===== src/rtl/sdclk_pkg.sv =====
package sdclk_pkg;
  typedef enum logic [2:0] {
    ST_IDLE,
    ST_SEARCH,
    ST_GATE,
    ST_APPLY,
    ST_SETTLE
  } sdclk_st_e;
endpackage


===== src/rtl/sdclk_pre_search.sv =====
module sdclk_pre_search #(
  parameter longint unsigned SRC_HZ    = 200_000_000,
  parameter int              TGT_W     = 32,
  parameter int              PRE_STEPS = 8
) (
  input  logic                 clk_i,
  input  logic                 rst_ni,
  input  logic                 load_i,
  input  logic                 step_en_i,
  input  logic [TGT_W-1:0]     target_i,
  output logic                 go_o,
  output logic [PRE_STEPS-1:0] half_o
);
  localparam int                EXP_W   = $clog2(PRE_STEPS + 1);
  localparam logic [EXP_W-1:0]  EXP_MAX = EXP_W'(PRE_STEPS);
  localparam logic [63:0]       SRC_16  = 64'(SRC_HZ) >> 4;

  logic [EXP_W-1:0] exp_q;
  logic [TGT_W-1:0] tgt_q;
  logic [63:0]      scaled;
  logic [PRE_STEPS:0] pre;

  // exponent form of the prescaler: pre = 2**exp_q
  assign scaled = SRC_16 >> exp_q;
  assign go_o   = (exp_q < EXP_MAX) && (scaled > 64'(tgt_q));
  assign pre    = (PRE_STEPS+1)'(1) << exp_q;
  assign half_o = pre[PRE_STEPS:1];

  always_ff @(posedge clk_i or negedge rst_ni) begin
    if (!rst_ni) begin
      exp_q <= '0;
      tgt_q <= '0;
    end else if (load_i) begin
      exp_q <= '0;
      tgt_q <= target_i;
    end else if (step_en_i && go_o) begin
      exp_q <= exp_q + EXP_W'(1);
    end
  end


  pre_range_chk: assert property (@(posedge clk_i) disable iff (!rst_ni)
    exp_q <= EXP_MAX);
endmodule


===== src/rtl/sdclk_div_search.sv =====
module sdclk_div_search #(
  parameter longint unsigned SRC_HZ  = 200_000_000,
  parameter int              TGT_W   = 32,
  parameter int              DIV_MAX = 16
) (
  input  logic                         clk_i,
  input  logic                         rst_ni,
  input  logic                         load_i,
  input  logic                         step_en_i,
  input  logic [TGT_W-1:0]             target_i,
  output logic                         go_o,
  output logic [$clog2(DIV_MAX)-1:0]   div_m1_o
);
  localparam int               DIV_W   = $clog2(DIV_MAX + 1);
  localparam int               DIV_FW  = $clog2(DIV_MAX);
  localparam int               ACC_W   = TGT_W + 1 + DIV_W;
  localparam logic [DIV_W-1:0] DIV_LIM = DIV_W'(DIV_MAX);
  localparam logic [ACC_W-1:0] SRC_A   = ACC_W'(SRC_HZ);

  logic [DIV_W-1:0] div_q;
  logic [TGT_W:0]   step_q;
  logic [ACC_W-1:0] acc_q;
  logic [DIV_W-1:0] div_m1;

  // floor(SRC/div) > t  <=>  SRC >= (t+1)*div ; acc_q tracks (t+1)*div
  assign go_o     = (div_q < DIV_LIM) && (SRC_A >= acc_q);
  assign div_m1   = div_q - DIV_W'(1);
  assign div_m1_o = div_m1[DIV_FW-1:0];

  always_ff @(posedge clk_i or negedge rst_ni) begin
    if (!rst_ni) begin
      div_q  <= DIV_W'(1);
      step_q <= '0;
      acc_q  <= '0;
    end else if (load_i) begin
      div_q  <= DIV_W'(1);
      step_q <= {1'b0, target_i} + (TGT_W+1)'(1);
      acc_q  <= ACC_W'({1'b0, target_i}) + ACC_W'(1);
    end else if (step_en_i && go_o) begin
      div_q  <= div_q + DIV_W'(1);
      acc_q  <= acc_q + ACC_W'(step_q);
    end
  end


  div_range_chk: assert property (@(posedge clk_i) disable iff (!rst_ni)
    (div_q >= DIV_W'(1)) && (div_q <= DIV_LIM));
endmodule


===== src/rtl/sdclk_settle_timer.sv =====
module sdclk_settle_timer #(
  parameter int CYCLES = 1000
) (
  input  logic clk_i,
  input  logic rst_ni,
  input  logic arm_i,
  output logic expire_o
);
  localparam int               CNT_W = $clog2(CYCLES + 1);
  localparam logic [CNT_W-1:0] LOAD  = CNT_W'(CYCLES);
  localparam logic [CNT_W-1:0] ONE   = CNT_W'(1);

  logic [CNT_W-1:0] cnt_q;
  logic             run_q;

  assign expire_o = run_q && (cnt_q == ONE);

  always_ff @(posedge clk_i or negedge rst_ni) begin
    if (!rst_ni) begin
      cnt_q <= '0;
      run_q <= 1'b0;
    end else if (arm_i) begin
      cnt_q <= LOAD;
      run_q <= 1'b1;
    end else if (run_q) begin
      cnt_q <= cnt_q - ONE;
      if (expire_o) run_q <= 1'b0;
    end
  end


  settle_nonzero_chk: assert property (@(posedge clk_i) disable iff (!rst_ni)
    run_q |-> (cnt_q != '0));
endmodule


===== src/rtl/sdclk_div_prog.sv =====
module sdclk_div_prog
  import sdclk_pkg::*;
#(
  parameter longint unsigned SRC_HZ        = 200_000_000,
  parameter int              TGT_W         = 32,
  parameter int              PRE_STEPS     = 8,
  parameter int              DIV_MAX       = 16,
  parameter int              SETTLE_CYCLES = 1000,
  parameter int              CTRL_W        = 32,
  parameter int              FIELD_W       = PRE_STEPS + $clog2(DIV_MAX) + 4
) (
  input  logic               clk_i,
  input  logic               rst_ni,
  input  logic               start_i,
  input  logic [TGT_W-1:0]   target_hz_i,
  input  logic [CTRL_W-1:0]  ctrl_i,
  output logic [CTRL_W-1:0]  ctrl_o,
  output logic [FIELD_W-1:0] clk_field_o,
  output logic               per_clk_en_o,
  output logic               card_clk_en_o,
  output logic               done_o
);
  localparam int                DIV_FW   = $clog2(DIV_MAX);
  localparam logic [CTRL_W-1:0] CLK_MASK = CTRL_W'({{(FIELD_W-4){1'b1}}, 4'b0000});

  sdclk_st_e st_q;
  logic [PRE_STEPS-1:0] pre_half;
  logic [DIV_FW-1:0]    div_m1;
  logic [FIELD_W-1:0]   field_nxt;
  logic                 pre_go, div_go, accept, searching, settle_done;

  assign accept    = (st_q == ST_IDLE) && start_i && (target_hz_i != '0);
  assign searching = (st_q == ST_SEARCH);
  assign field_nxt = {pre_half, div_m1, 4'b0000};

  sdclk_pre_search #(
    .SRC_HZ(SRC_HZ), .TGT_W(TGT_W), .PRE_STEPS(PRE_STEPS)
  ) u_pre (
    .clk_i(clk_i), .rst_ni(rst_ni), .load_i(accept), .step_en_i(searching),
    .target_i(target_hz_i), .go_o(pre_go), .half_o(pre_half)
  );

  sdclk_div_search #(
    .SRC_HZ(SRC_HZ), .TGT_W(TGT_W), .DIV_MAX(DIV_MAX)
  ) u_div (
    .clk_i(clk_i), .rst_ni(rst_ni), .load_i(accept), .step_en_i(searching),
    .target_i(target_hz_i), .go_o(div_go), .div_m1_o(div_m1)
  );

  sdclk_settle_timer #(
    .CYCLES(SETTLE_CYCLES)
  ) u_settle (
    .clk_i(clk_i), .rst_ni(rst_ni), .arm_i(st_q == ST_APPLY), .expire_o(settle_done)
  );

  always_ff @(posedge clk_i or negedge rst_ni) begin
    if (!rst_ni) begin
      st_q          <= ST_IDLE;
      clk_field_o   <= '0;
      ctrl_o        <= '0;
      per_clk_en_o  <= 1'b0;
      card_clk_en_o <= 1'b0;
      done_o        <= 1'b0;
    end else begin
      done_o <= 1'b0;
      unique case (st_q)
        ST_IDLE:   if (accept) st_q <= ST_SEARCH;
        ST_SEARCH: if (!pre_go && !div_go) st_q <= ST_GATE;
        ST_GATE: begin
          card_clk_en_o <= 1'b0;
          st_q          <= ST_APPLY;
        end
        ST_APPLY: begin
          clk_field_o <= field_nxt;
          ctrl_o      <= (ctrl_i & ~CLK_MASK) | CTRL_W'(field_nxt);
          st_q        <= ST_SETTLE;
        end
        ST_SETTLE: if (settle_done) begin
          per_clk_en_o  <= 1'b1;
          card_clk_en_o <= 1'b1;
          done_o        <= 1'b1;
          st_q          <= ST_IDLE;
        end
        default: st_q <= ST_IDLE;
      endcase
    end
  end


  card_gate_chk: assert property (@(posedge clk_i) disable iff (!rst_ni)
    !$stable(clk_field_o) |-> !card_clk_en_o);


  done_pulse_chk: assert property (@(posedge clk_i) disable iff (!rst_ni)
    done_o |=> !done_o);


  done_en_chk: assert property (@(posedge clk_i) disable iff (!rst_ni)
    done_o |-> (per_clk_en_o && card_clk_en_o));


  zero_ignore_chk: assert property (@(posedge clk_i) disable iff (!rst_ni)
    ((st_q == ST_IDLE) && start_i && (target_hz_i == '0)) |=> (st_q == ST_IDLE));
endmodule


===== config.mk =====
export PLATFORM = sky130hd
export DESIGN_NAME = sdclk_div_prog
export DESIGN_NICKNAME = d
export VERILOG_FILES = /design/src/rtl/sdclk_pkg.sv /design/src/rtl/sdclk_pre_search.sv /design/src/rtl/sdclk_div_search.sv /design/src/rtl/sdclk_settle_timer.sv /design/src/rtl/sdclk_div_prog.sv
export SDC_FILE = /design/constraint.sdc
export NUM_CORES = 1
export LEC_CHECK = 0
export ABC_AREA = 1
export BUFFER_PORTS_ARGS = -buffer_cell sky130_fd_sc_hd__buf_2
export CAP_MARGIN = 15
export CORE_UTILIZATION = 45
export CTS_CLUSTER_DIAMETER = 40
export CTS_CLUSTER_SIZE = 16
export DETAILED_ROUTE_END_ITERATION = 16
export SETUP_SLACK_MARGIN = 0.05
export SLEW_MARGIN = 10
export SYNTH_ARGS = -nofsm -noshare
export SYNTH_HDL_FRONTEND = slang
export SYNTH_SLANG_ARGS = --single-unit

===== constraint.sdc =====
create_clock -name clk_i -period 3.1 [get_ports clk_i]
set_clock_uncertainty 0.1 [all_clocks]
set_input_delay 0.31 -clock clk_i [delete_from_list [all_inputs] [get_ports clk_i]]
set_output_delay 0.31 -clock clk_i [all_outputs]
set_load 0.005 [all_outputs]

==> results_dict.tcl, run 1 <==
set metrics [dict create \
    p_sw_mw 1.25 \
    whs_path_depth 3 \
    antenna_found_initial 0 \
    routabilityCongestion 0.896 \
    cp_top_family "simple AND/OR/NAND/NOR gates" \
    grt_pass1_vias 10400 \
    r2r-end "u_pre.exp_q[0]" \
    critPathSlowestCell "dfrtp_1" \
    die_x_um 162 \
    post-route-cell-area_mm2 0.0132 \
    p_sw_share_pct 27.4 \
    max-clock-path-buffers 2 \
    die_y_um 162 \
    synth_top_area_cell "dfrtp_1" \
    portBuffers 101 \
    syn_area_mm2 0.0115 \
    slowest_delay_ps 390 \
    timing.final.hold_violations 0 \
    ys_seq_elements 161 \
    worstSetupPathType "flop to flop" \
    htreeDepth 4 \
    fmax_ghz 0.361 \
    finalCriticalPeriod_ps 2770 \
    maxCapViolations 0 \
    root_buffer "clkbuf_16" \
    dr.pass1.iters 5 \
    required_ps 3330 \
    insertion_delay_ps 440 \
    path_buf_inv 3 \
    drive_gt1_share_pct 9.37 \
    ir_drop_mv 0.278 \
    finalWirelength_um 32500 \
    final.setup.tns_ps 0 \
    arrival_ps 3000 \
    rrSetupSlack_ps 330 \
    timing.hold.ws_ps 89.8 \
    diodes 0 \
    power.internal_mw 3.30 \
    pin_count 118 \
    hpwl_um 25100 \
    ant_nets 0 \
    crit_chain "buf_4 -> ha_1 -> nand2_1 -> nand2_1 -> o21ai_0 -> ha_1 -> nand2_1 -> inv_1 -> nand2_1 -> nand2_1 -> a21oi_1 -> nand2_1 -> nand2_1 -> nand2_1 -> nand2_1 -> inv_1 -> nor2_1 -> nor2_1" \
    finalCritPeriodShare_pct 89.3 \
    p_comb_share_pct 4.9 \
    cts_inserted_buffers 17 \
    cpMostUsedCell "nand2_1" \
    initial_core_util_pct 45.8 \
    fp.dieArea_mm2 0.0263 \
    nets 2007 \
    reg2reg_from "u_pre.exp_q[0]" \
    async_flop_share_pct 100 \
    area_delta_synth_final_pct 14.1 \
    synth_cell_types 45 \
    grtUsageTotal_pct 25.7 \
    drc_errors 0 \
    synth_area_leaders "dfrtp_1 (35%), nand2_1 (23%), inv_1 (8.4%)" \
    grt_overflow 0 \
    synth_top_flop_cell "dfrtp_1" \
    cp-end-kind "flop" \
    seq_power_share_pct 46.5 \
    setup_violations 0 \
    cts_num_sinks 161 \
    crit_fanout 9 \
    drtIter0Drc 763 \
    outcome "finished, final reports clean" \
    post_cts_buffers 0 \
    synth_cells 1757 \
    std_cell_rows 58 \
    cts_tree "yes" \
    routedWlPerCell_um 14.7 \
    hp-start "target_hz_i[9]" \
    cp-start-kind "flop" \
    rsz0062_at_grt "no" \
    slew_headroom_pct 44.3 \
    coreArea_mm2 0.0252 \
    postSynthAreaPerCell_um2 6.57 \
    grt_max_degree 69 \
    route.vias.total 10800 \
    power.density_mw_per_mm2 345 \
    synth_top_area_share_pct 34.7 \
    ys_seq_area_share_pct 34.9 \
    synth_edf_count 0 \
    p_leak_nw 7.33 \
    clk_pin_slew_ps 80 \
    grt_pass1_wl_um 52500 \
    ys.warnings.count 0 \
    dpl_cell_area_mm2 0.0123 \
    report.final.slew_viol_count 0 \
    clkPwrFrac_pct 48.5 \
    ff2ff_path_depth 18 \
    tightest_slew_ps 834 \
    hp-class "primary input to flop" \
    hold_path_end "u_pre.tgt_q[9]" \
    vias_per_cell 4.91 \
]
## stage by stage
stage	power [mW]	setup WS, ps	util (%)	instances
floorplan	2.23	493	-	1760
global placement	2.36	245	49.0	2156
detailed placement	2.37	238	49.0	2156
CTS	4.60	211	52.3	2209
global route	4.72	96.0	52.3	2209
finish	4.55	332	52.3	2209
## worst min-delay path: stages
cell     delay [ps]
buf_2           160
nand2_1          70
o21ai_0          60
## routing by layer
layer  wire [um]  vias to the layer above  track usage, %
met5           0                        -               0
met4         967                        0            9.78
met3        1030                       53            3.12
met2       15600                      218            44.7
met1       14800                     4945            32.5
li1            -                     5625               -
## cells in the mapped netlist (2+ instances only)
| master | instances |
|---|---|
| o21ai_0 | 87 |
| nor2_2 | 2 |
| nor2_1 | 138 |
| o21ai_1 | 2 |
| buf_1 | 2 |
| dfrtp_1 | 160 |
| buf_4 | 24 |
| buf_2 | 10 |
| o21bai_1 | 2 |
| nand3_1 | 73 |
| ha_1 | 73 |
| or2_2 | 4 |
| inv_1 | 258 |
| o22ai_1 | 4 |
| and2_1 | 2 |
| inv_2 | 6 |
| buf_8 | 2 |
| nand2_2 | 2 |
| and3_1 | 2 |
| clkbuf_1 | 17 |
| xor2_1 | 29 |
| nor3_2 | 2 |
| o31ai_1 | 2 |
| nand4_1 | 21 |
| nand3b_1 | 14 |
| nor3_1 | 40 |
| nand2_1 | 708 |
| a21oi_1 | 43 |
| xnor2_1 | 12 |
## cell type report
class	instances	area, um^2
fill	2531	12000
sequential	161	4030
inverter	265	995
clock inverter	15	199
timing repair buffer	142	897
multi-input combinational	1279	6210
clock buffer	17	425
tap	330	413
## sequential cells by signal, indices dropped and copies added, names as in the netlist, 3 cells and up
signal / cells
u_pre.tgt_q: 32
u_settle.cnt_q: 10
u_div.step_q: 33
u_div.acc_q: 38
ctrl_o: 32
u_div.div_q: 5
u_pre.exp_q: 4
st_q: 3
## power by group through the flow
| stage | registers (mW) | clock network, mW | logic [mW] |
|---|---|---|---|
| 3_3_place_gp | 2.16 | 0 | 0.206 |
| 6_report | 2.12 | 2.21 | 0.224 |
| 5_1_grt | 2.12 | 2.35 | 0.254 |
| 3_5_place_dp | 2.16 | 0 | 0.206 |
| 4_1_cts | 2.12 | 2.25 | 0.228 |
| 2_1_floorplan | 2.16 | 0 | 0.0677 |
## layout by cell type, fill, tap and decap left out, drive strengths merged
cell         count
o31ai            2
nand3b          14
and3             2
dfrtp          160
clkbuf          17
a21o             1
o21ai           90
conb             4
xnor2           12
inv            271
nand2          711
nor3            42
nand3           73
ha              73
o22ai            4
nor4             2
or2              5
o221ai           1
buf            121
dlygate4sd3     21
o211ai           1
a21oi           43
dfstp            1
nor2           140
xor2            29
a31o             1
nand4           21
a31oi            1
o21bai           2
mux2i            1
and2             2
o21a             1
clkinv           9
fa               1
## logic make-up (layout without fill, tap and decap cells)
group / Yosys count / count (layout) / synth area share (%)
buf+inv: 320 / 439 / 11.5
compound gates: 147 / 147 / 6.68
fa+ha+maj: 74 / 74 / 8.09
simple gates: 1012 / 1012 / 35.6
xor+xnor: 41 / 41 / 3.11
flops: 161 / 161 / 34.9
other cells: 1 / 4 / 0.0325
mux: 1 / 1 / 0.0867
## worst max path at each step
| stage | start | to | slack [ps] | cells past startpoint |
|---|---|---|---|---|
| 6_report | u_pre.exp_q[0] | u_pre.exp_q[0] | 330 | 18 |
| 4_1_cts | u_pre.exp_q[0] | u_pre.exp_q[0] | 210 | 15 |
| 3_3_place_gp | u_pre.exp_q[0] | u_pre.exp_q[0] | 240 | 15 |
| 5_1_grt | u_pre.exp_q[2] | u_pre.exp_q[0] | 100 | 17 |
| 3_5_place_dp | u_pre.exp_q[0] | u_pre.exp_q[0] | 240 | 15 |
| 2_1_floorplan | u_pre.exp_q[0] | u_pre.exp_q[2] | 490 | 17 |
## timing repair
item / 4_1_cts / 5_1_grt
endpoints found under the setup margin: 0 / 4
endpoints found under the hold margin: 83 / 0
hold buffers: 21 / 0
resized for setup: 0 / 2
Power figures use the tool's default switching activity.
==> run 2: changes to the inputs <==
--- a/config.mk
+++ b/config.mk
@@ -8,10 +8,12 @@
 export ABC_AREA = 1
 export BUFFER_PORTS_ARGS = -buffer_cell sky130_fd_sc_hd__buf_2
 export CAP_MARGIN = 15
+export CORE_ASPECT_RATIO = 1.75
 export CORE_UTILIZATION = 45
 export CTS_CLUSTER_DIAMETER = 40
 export CTS_CLUSTER_SIZE = 16
 export DETAILED_ROUTE_END_ITERATION = 16
+export PLACE_DENSITY = 0.74
 export SETUP_SLACK_MARGIN = 0.05
 export SLEW_MARGIN = 10
 export SYNTH_ARGS = -nofsm -noshare
==> run 2 against run 1 <==
Compared with the run above: combinational power barely moved; worst hold slack got worse by 45 ps; register-to-register slack got worse by 120 ps; sequential share of layout area barely moved; wire length rose by 7.0%; largest cell class unchanged; highest routed layer is now met5.
==> results_dict.tcl, run 2 (synthesis results as in run 1) <==
set metrics [dict create \
    outcome "finished, final reports clean" \
    htreeDepth 4 \
    insertion_delay_ps 460 \
    nets 2010 \
    setup_violations 0 \
    portBuffers 101 \
    top_regs "u_div.acc_q: 38 flops, u_div.step_q: 33 flops" \
    vias_per_cell 5.10 \
    root_buffer "clkbuf_16" \
    std_cell_rows 77 \
    routedWlPerCell_um 15.8 \
    post_cts_buffers 0 \
    largest_register_ffs 38 \
    drtIter0Drc 745 \
    ff2ff_path_depth 21 \
    pin_count 118 \
    route.vias.total 11200 \
    ant_nets 0 \
    fp.dieArea_mm2 0.0263 \
    cts_inserted_buffers 17 \
    routabilityCongestion 1.04 \
    initial_core_util_pct 45.7 \
    reg2reg_from "u_pre.exp_q[0]" \
    crit_end "st_q[0]" \
    finalCritPeriodShare_pct 93.1 \
    drc_errors 0 \
    finalCoreUtilization_pct 52.1 \
    die_y_um 214 \
    p_leak_nw 7.32 \
    hp-class "primary input to flop" \
    dr.pass1.iters 9 \
    mostFrequentLayoutCells "nand2_1 (708), inv_1 (257), dfrtp_1 (160)" \
    grt_pass1_wl_um 54400 \
    power.density_mw_per_mm2 345 \
    cp-end-kind "flop" \
    rsz0062_at_grt "no" \
    report.final.slew_viol_count 0 \
    required_ps 3350 \
    slew_headroom_pct 32.8 \
    grt_max_degree 90 \
    die_x_um 123 \
    drive_gt1_share_pct 9.46 \
    top_register "u_div.acc_q" \
    finalCriticalPeriod_ps 2890 \
    grt_overflow 0 \
    final.setup.tns_ps 0 \
    timing.final.hold_violations 0 \
    rrSetupSlack_ps 210 \
    worstSetupPathType "flop to flop" \
    arrival_ps 3130 \
    grtUsageTotal_pct 27.6 \
    grt_pass1_vias 11000 \
    hpwl_um 27200 \
    ir_drop_mv 0.383 \
    cts_tree "yes" \
    maxCapViolations 0 \
    fmax_ghz 0.347 \
    max-clock-path-buffers 2 \
    tightest_slew_ps 1010 \
    cts_num_sinks 161 \
    area_delta_synth_final_pct 13.9 \
    finalWirelength_um 34700 \
    r2r-end "st_q[0]" \
    crit_fanout 8 \
    antenna_found_initial 3 \
    cp-startpoint "u_pre.exp_q[0]" \
    final_common_cell "nand2_1" \
    clk_pin_slew_ps 70 \
    cp-start-kind "flop" \
    coreArea_mm2 0.0252 \
]
[run 2: through the flow]
step	power (mW)	hold slack, ps	std cells	worst slack (ps)	cell area (um^2)
after floorplan	2.23	-85.6	1760	493	11600
after global placement	2.36	248	2145	159	12300
after detailed placement	2.36	255	2145	162	12300
after CTS	4.58	27.1	2198	118	13100
after global routing	4.69	78.7	2198	50.6	13100
final	4.54	44.5	2199	214	13200
[run 2: cell type report]
class                      count  area [um^2]
multi-input combinational   1279         6200
clock inverter                13          151
sequential                   161         4030
inverter                     265          995
antenna                        1         2.50
timing repair buffer         145          920
clock buffer                  19          453
fill                        2550        12100
tap                          316          395
[run 2: worst min path at each step]
stage                                  end  cells past startpoint  slack [ps]       startpoint
after floorplan              card_clk_en_o                      0         -90           rst_ni
after global placement    u_div.step_q[13]                      1         250           rst_ni
after detailed placement   u_div.acc_q[13]                      1         250           rst_ni
after CTS                  u_pre.tgt_q[10]                      3          30  target_hz_i[10]
after global routing        u_pre.tgt_q[8]                      3          80   target_hz_i[8]
final                      u_pre.tgt_q[10]                      3          40  target_hz_i[10]
[run 2: what timing repair did]
item | 4_1_cts | 5_1_grt
endpoints found under the hold margin | 86 | 0
endpoints found under the setup margin | 0 | 5
resized for setup | 0 | 2
hold buffers | 21 | 0
[run 2: worst max-delay path, stage by stage (launching register included)]
cell,delay [ps]
dfrtp_1,360
inv_2,90
ha_1,200
inv_1,130
nand2_1,90
o22ai_1,270
o22ai_1,150
ha_1,320
nand2_1,50
nand2_1,50
nand2_1,50
nand2_1,60
nand2_1,50
nand2_1,60
nand2_1,60
nand2_1,80
nand2_1,50
nand2_1,90
nand2_1,140
buf_4,190
nand4_1,60
nand2_1,70
[run 2: power by group]
part / switching (mW) / internal [mW] / total [mW] / leakage (nW)
logic: 0.146 / 0.0801 / 0.226 / 5.04
clock network: 0.949 / 1.24 / 2.19 / 0.288
registers: 0.00647 / 2.11 / 2.12 / 1.99
[run 2: metal layers]
| layer | share of wire [%] | routed length (um) | vias to the layer above | GRT usage (%) |
|---|---|---|---|---|
| met5 | 0.066 | 23 | - | 0 |
| met4 | 8.4 | 2930 | 4 | 22.7 |
| met3 | 4.2 | 1470 | 137 | 5.03 |
| met2 | 52 | 18000 | 310 | 51.1 |
| met1 | 36 | 12300 | 5131 | 25.9 |
| li1 | - | - | 5632 | - |
==> run 3: changes to the inputs <==
--- a/config.mk
+++ b/config.mk
@@ -13,7 +13,7 @@
 export CTS_CLUSTER_DIAMETER = 40
 export CTS_CLUSTER_SIZE = 16
 export DETAILED_ROUTE_END_ITERATION = 16
-export PLACE_DENSITY = 0.74
+export PLACE_DENSITY_LB_ADDON = 0.05
 export SETUP_SLACK_MARGIN = 0.05
 export SLEW_MARGIN = 10
 export SYNTH_ARGS = -nofsm -noshare
==> run 3 against run 2 <==
Compared with the run above: sequential cell count is the same; die area is the same; core utilization is essentially flat; wire length grew 0.29%; register-to-register slack gained 140 ps; non-clock buffer count grew 2; maximum frequency grew 5.0%; total power shrank 1.5%; critical endpoint is now st_q[1]; highest routed layer is now met4.
==> results_dict.tcl, run 3 (synthesis results as in run 1) <==
set metrics [dict create \
    cp-start-kind "flop" \
    timing.hold.ws_ps 61.9 \
    largest_register_ffs 38 \
    max-clock-path-buffers 2 \
    htreeDepth 4 \
    tightest_slew_ps 618 \
    root_buffer "clkbuf_16" \
    diodes 0 \
    hpwl_um 27700 \
    initial_core_util_pct 45.7 \
    pin_count 118 \
    ant_nets 0 \
    crit_fanout 6 \
    final_common_cell "nand2_1" \
    fp.dieArea_mm2 0.0263 \
    final.setup.tns_ps 0 \
    drtIter0Drc 500 \
    grt_overflow 0 \
    clk_pin_slew_ps 70 \
    outcome "finished, final reports clean" \
    rsz0062_at_grt "no" \
    cp-end-kind "flop" \
    timing.final.hold_violations 0 \
    grtUsageTotal_pct 27.7 \
    final_cells 2200 \
    ff_latch_area_mm2 0.00403 \
    hp-class "primary input to flop" \
    maxCapViolations 0 \
    arrival_ps 3040 \
    coreArea_mm2 0.0252 \
    ir_drop_mv 0.397 \
    drive_gt1_share_pct 9.71 \
    area_delta_synth_final_pct 14.0 \
    finalCriticalPeriod_ps 2750 \
    vias_per_cell 5.00 \
    nets 2012 \
    finalCritPeriodShare_pct 88.7 \
    portBuffers 101 \
    antenna_found_initial 0 \
    worstSetupPathType "flop to flop" \
    routabilityCongestion 0.943 \
    mostFrequentLayoutCells "nand2_1 (707), inv_1 (257), dfrtp_1 (160)" \
    die_y_um 214 \
    drc_errors 0 \
    cts_tree "yes" \
    required_ps 3390 \
    setup_violations 0 \
    insertion_delay_ps 460 \
    std_cell_rows 77 \
    route.vias.total 11000 \
    die_x_um 123 \
    grt_max_degree 99 \
    dp_cells 2147 \
    p_leak_nw 7.35 \
    cts_num_sinks 161 \
    top_regs "u_div.acc_q: 38 flops, u_div.step_q: 33 flops" \
    routedWlPerCell_um 15.8 \
    fmax_ghz 0.364 \
    n_fill_cell 2609 \
    grt_pass1_wl_um 54400 \
    finalWirelength_um 34800 \
    multi_input_area_mm2 0.00622 \
    post_cts_buffers 0 \
    place_worst_setup_slack_ps 216 \
    dr.pass1.iters 7 \
    top_register "u_div.acc_q" \
    slew_headroom_pct 58.4 \
    fin_ws_ps 351 \
    cts_inserted_buffers 17 \
    grt_pass1_vias 10800 \
    power.density_mw_per_mm2 340 \
    report.final.slew_viol_count 0 \
]
-- run 3: repair_timing --
item / CTS / global route
hold buffers: 21 / 0
endpoints found under the hold margin: 68 / 0
setup endpoints to repair: 0 / 5
resized for setup: 0 / 5
-- run 3: final cells by class --
type / count / area share [%]
multi-input combinational: 1279 / 47.3
sequential: 161 / 30.6
inverter: 265 / 7.56
timing repair buffer: 147 / 7.10
clock buffer: 18 / 3.34
tap: 316 / 3.01
clock inverter: 14 / 1.08
-- run 3: per-layer routing --
layer | part of all wire [%] | vias up | track usage [%]
met5 | 0 | - | 0
met4 | 6.4 | 0 | 18.9
met3 | 2.7 | 99 | 3.09
met2 | 54 | 247 | 53.4
met1 | 37 | 5010 | 27.0
li1 | - | 5636 | -
-- run 3: power breakdown --
part           leakage [nW]  switching (mW)  internal, mW
Sequential             1.99         0.00603          2.11
Clock                 0.289           0.968          1.15
Combinational          5.06           0.148        0.0801
-- run 3: worst max-delay path, stage by stage, from the launching register on --
cell and delay, ps:
dfrtp_1 380, inv_1 200, ha_1 180, inv_1 70, nand2_1 70, o21ai_0 100, nor2_1 100, a31oi_1 80
ha_1 300, nand2_1 50, nor2_1 130, nand4_1 130, nor2_2 200, a21oi_1 120, nand2_2 150, buf_4 160
nand3_1 70, nor2_1 90
-- run 3: final timing paths --
kind	startpoint	endpoint	slack, ps	cells past startpoint
max	u_pre.exp_q[0]	st_q[1]	350	17
min	target_hz_i[10]	u_pre.tgt_q[10]	60	3
max reg2reg	u_pre.exp_q[0]	st_q[1]	350	17
min reg2reg	ctrl_o[24]	ctrl_o[24]	360	2
max in group asynchronous	rst_ni	u_pre.tgt_q[20]	1840	3
min in group asynchronous	rst_ni	u_settle.run_q	270	2
-- run 3: metrics by stage --
stage	utilization [%]	power (mW)	area (um^2)
after floorplan	-	2.23	11600
after global placement	48.9	2.37	12400
after detailed placement	48.9	2.37	12400
after CTS	52.1	4.54	13100
after global routing	52.1	4.64	13200
final	52.1	4.47	13200
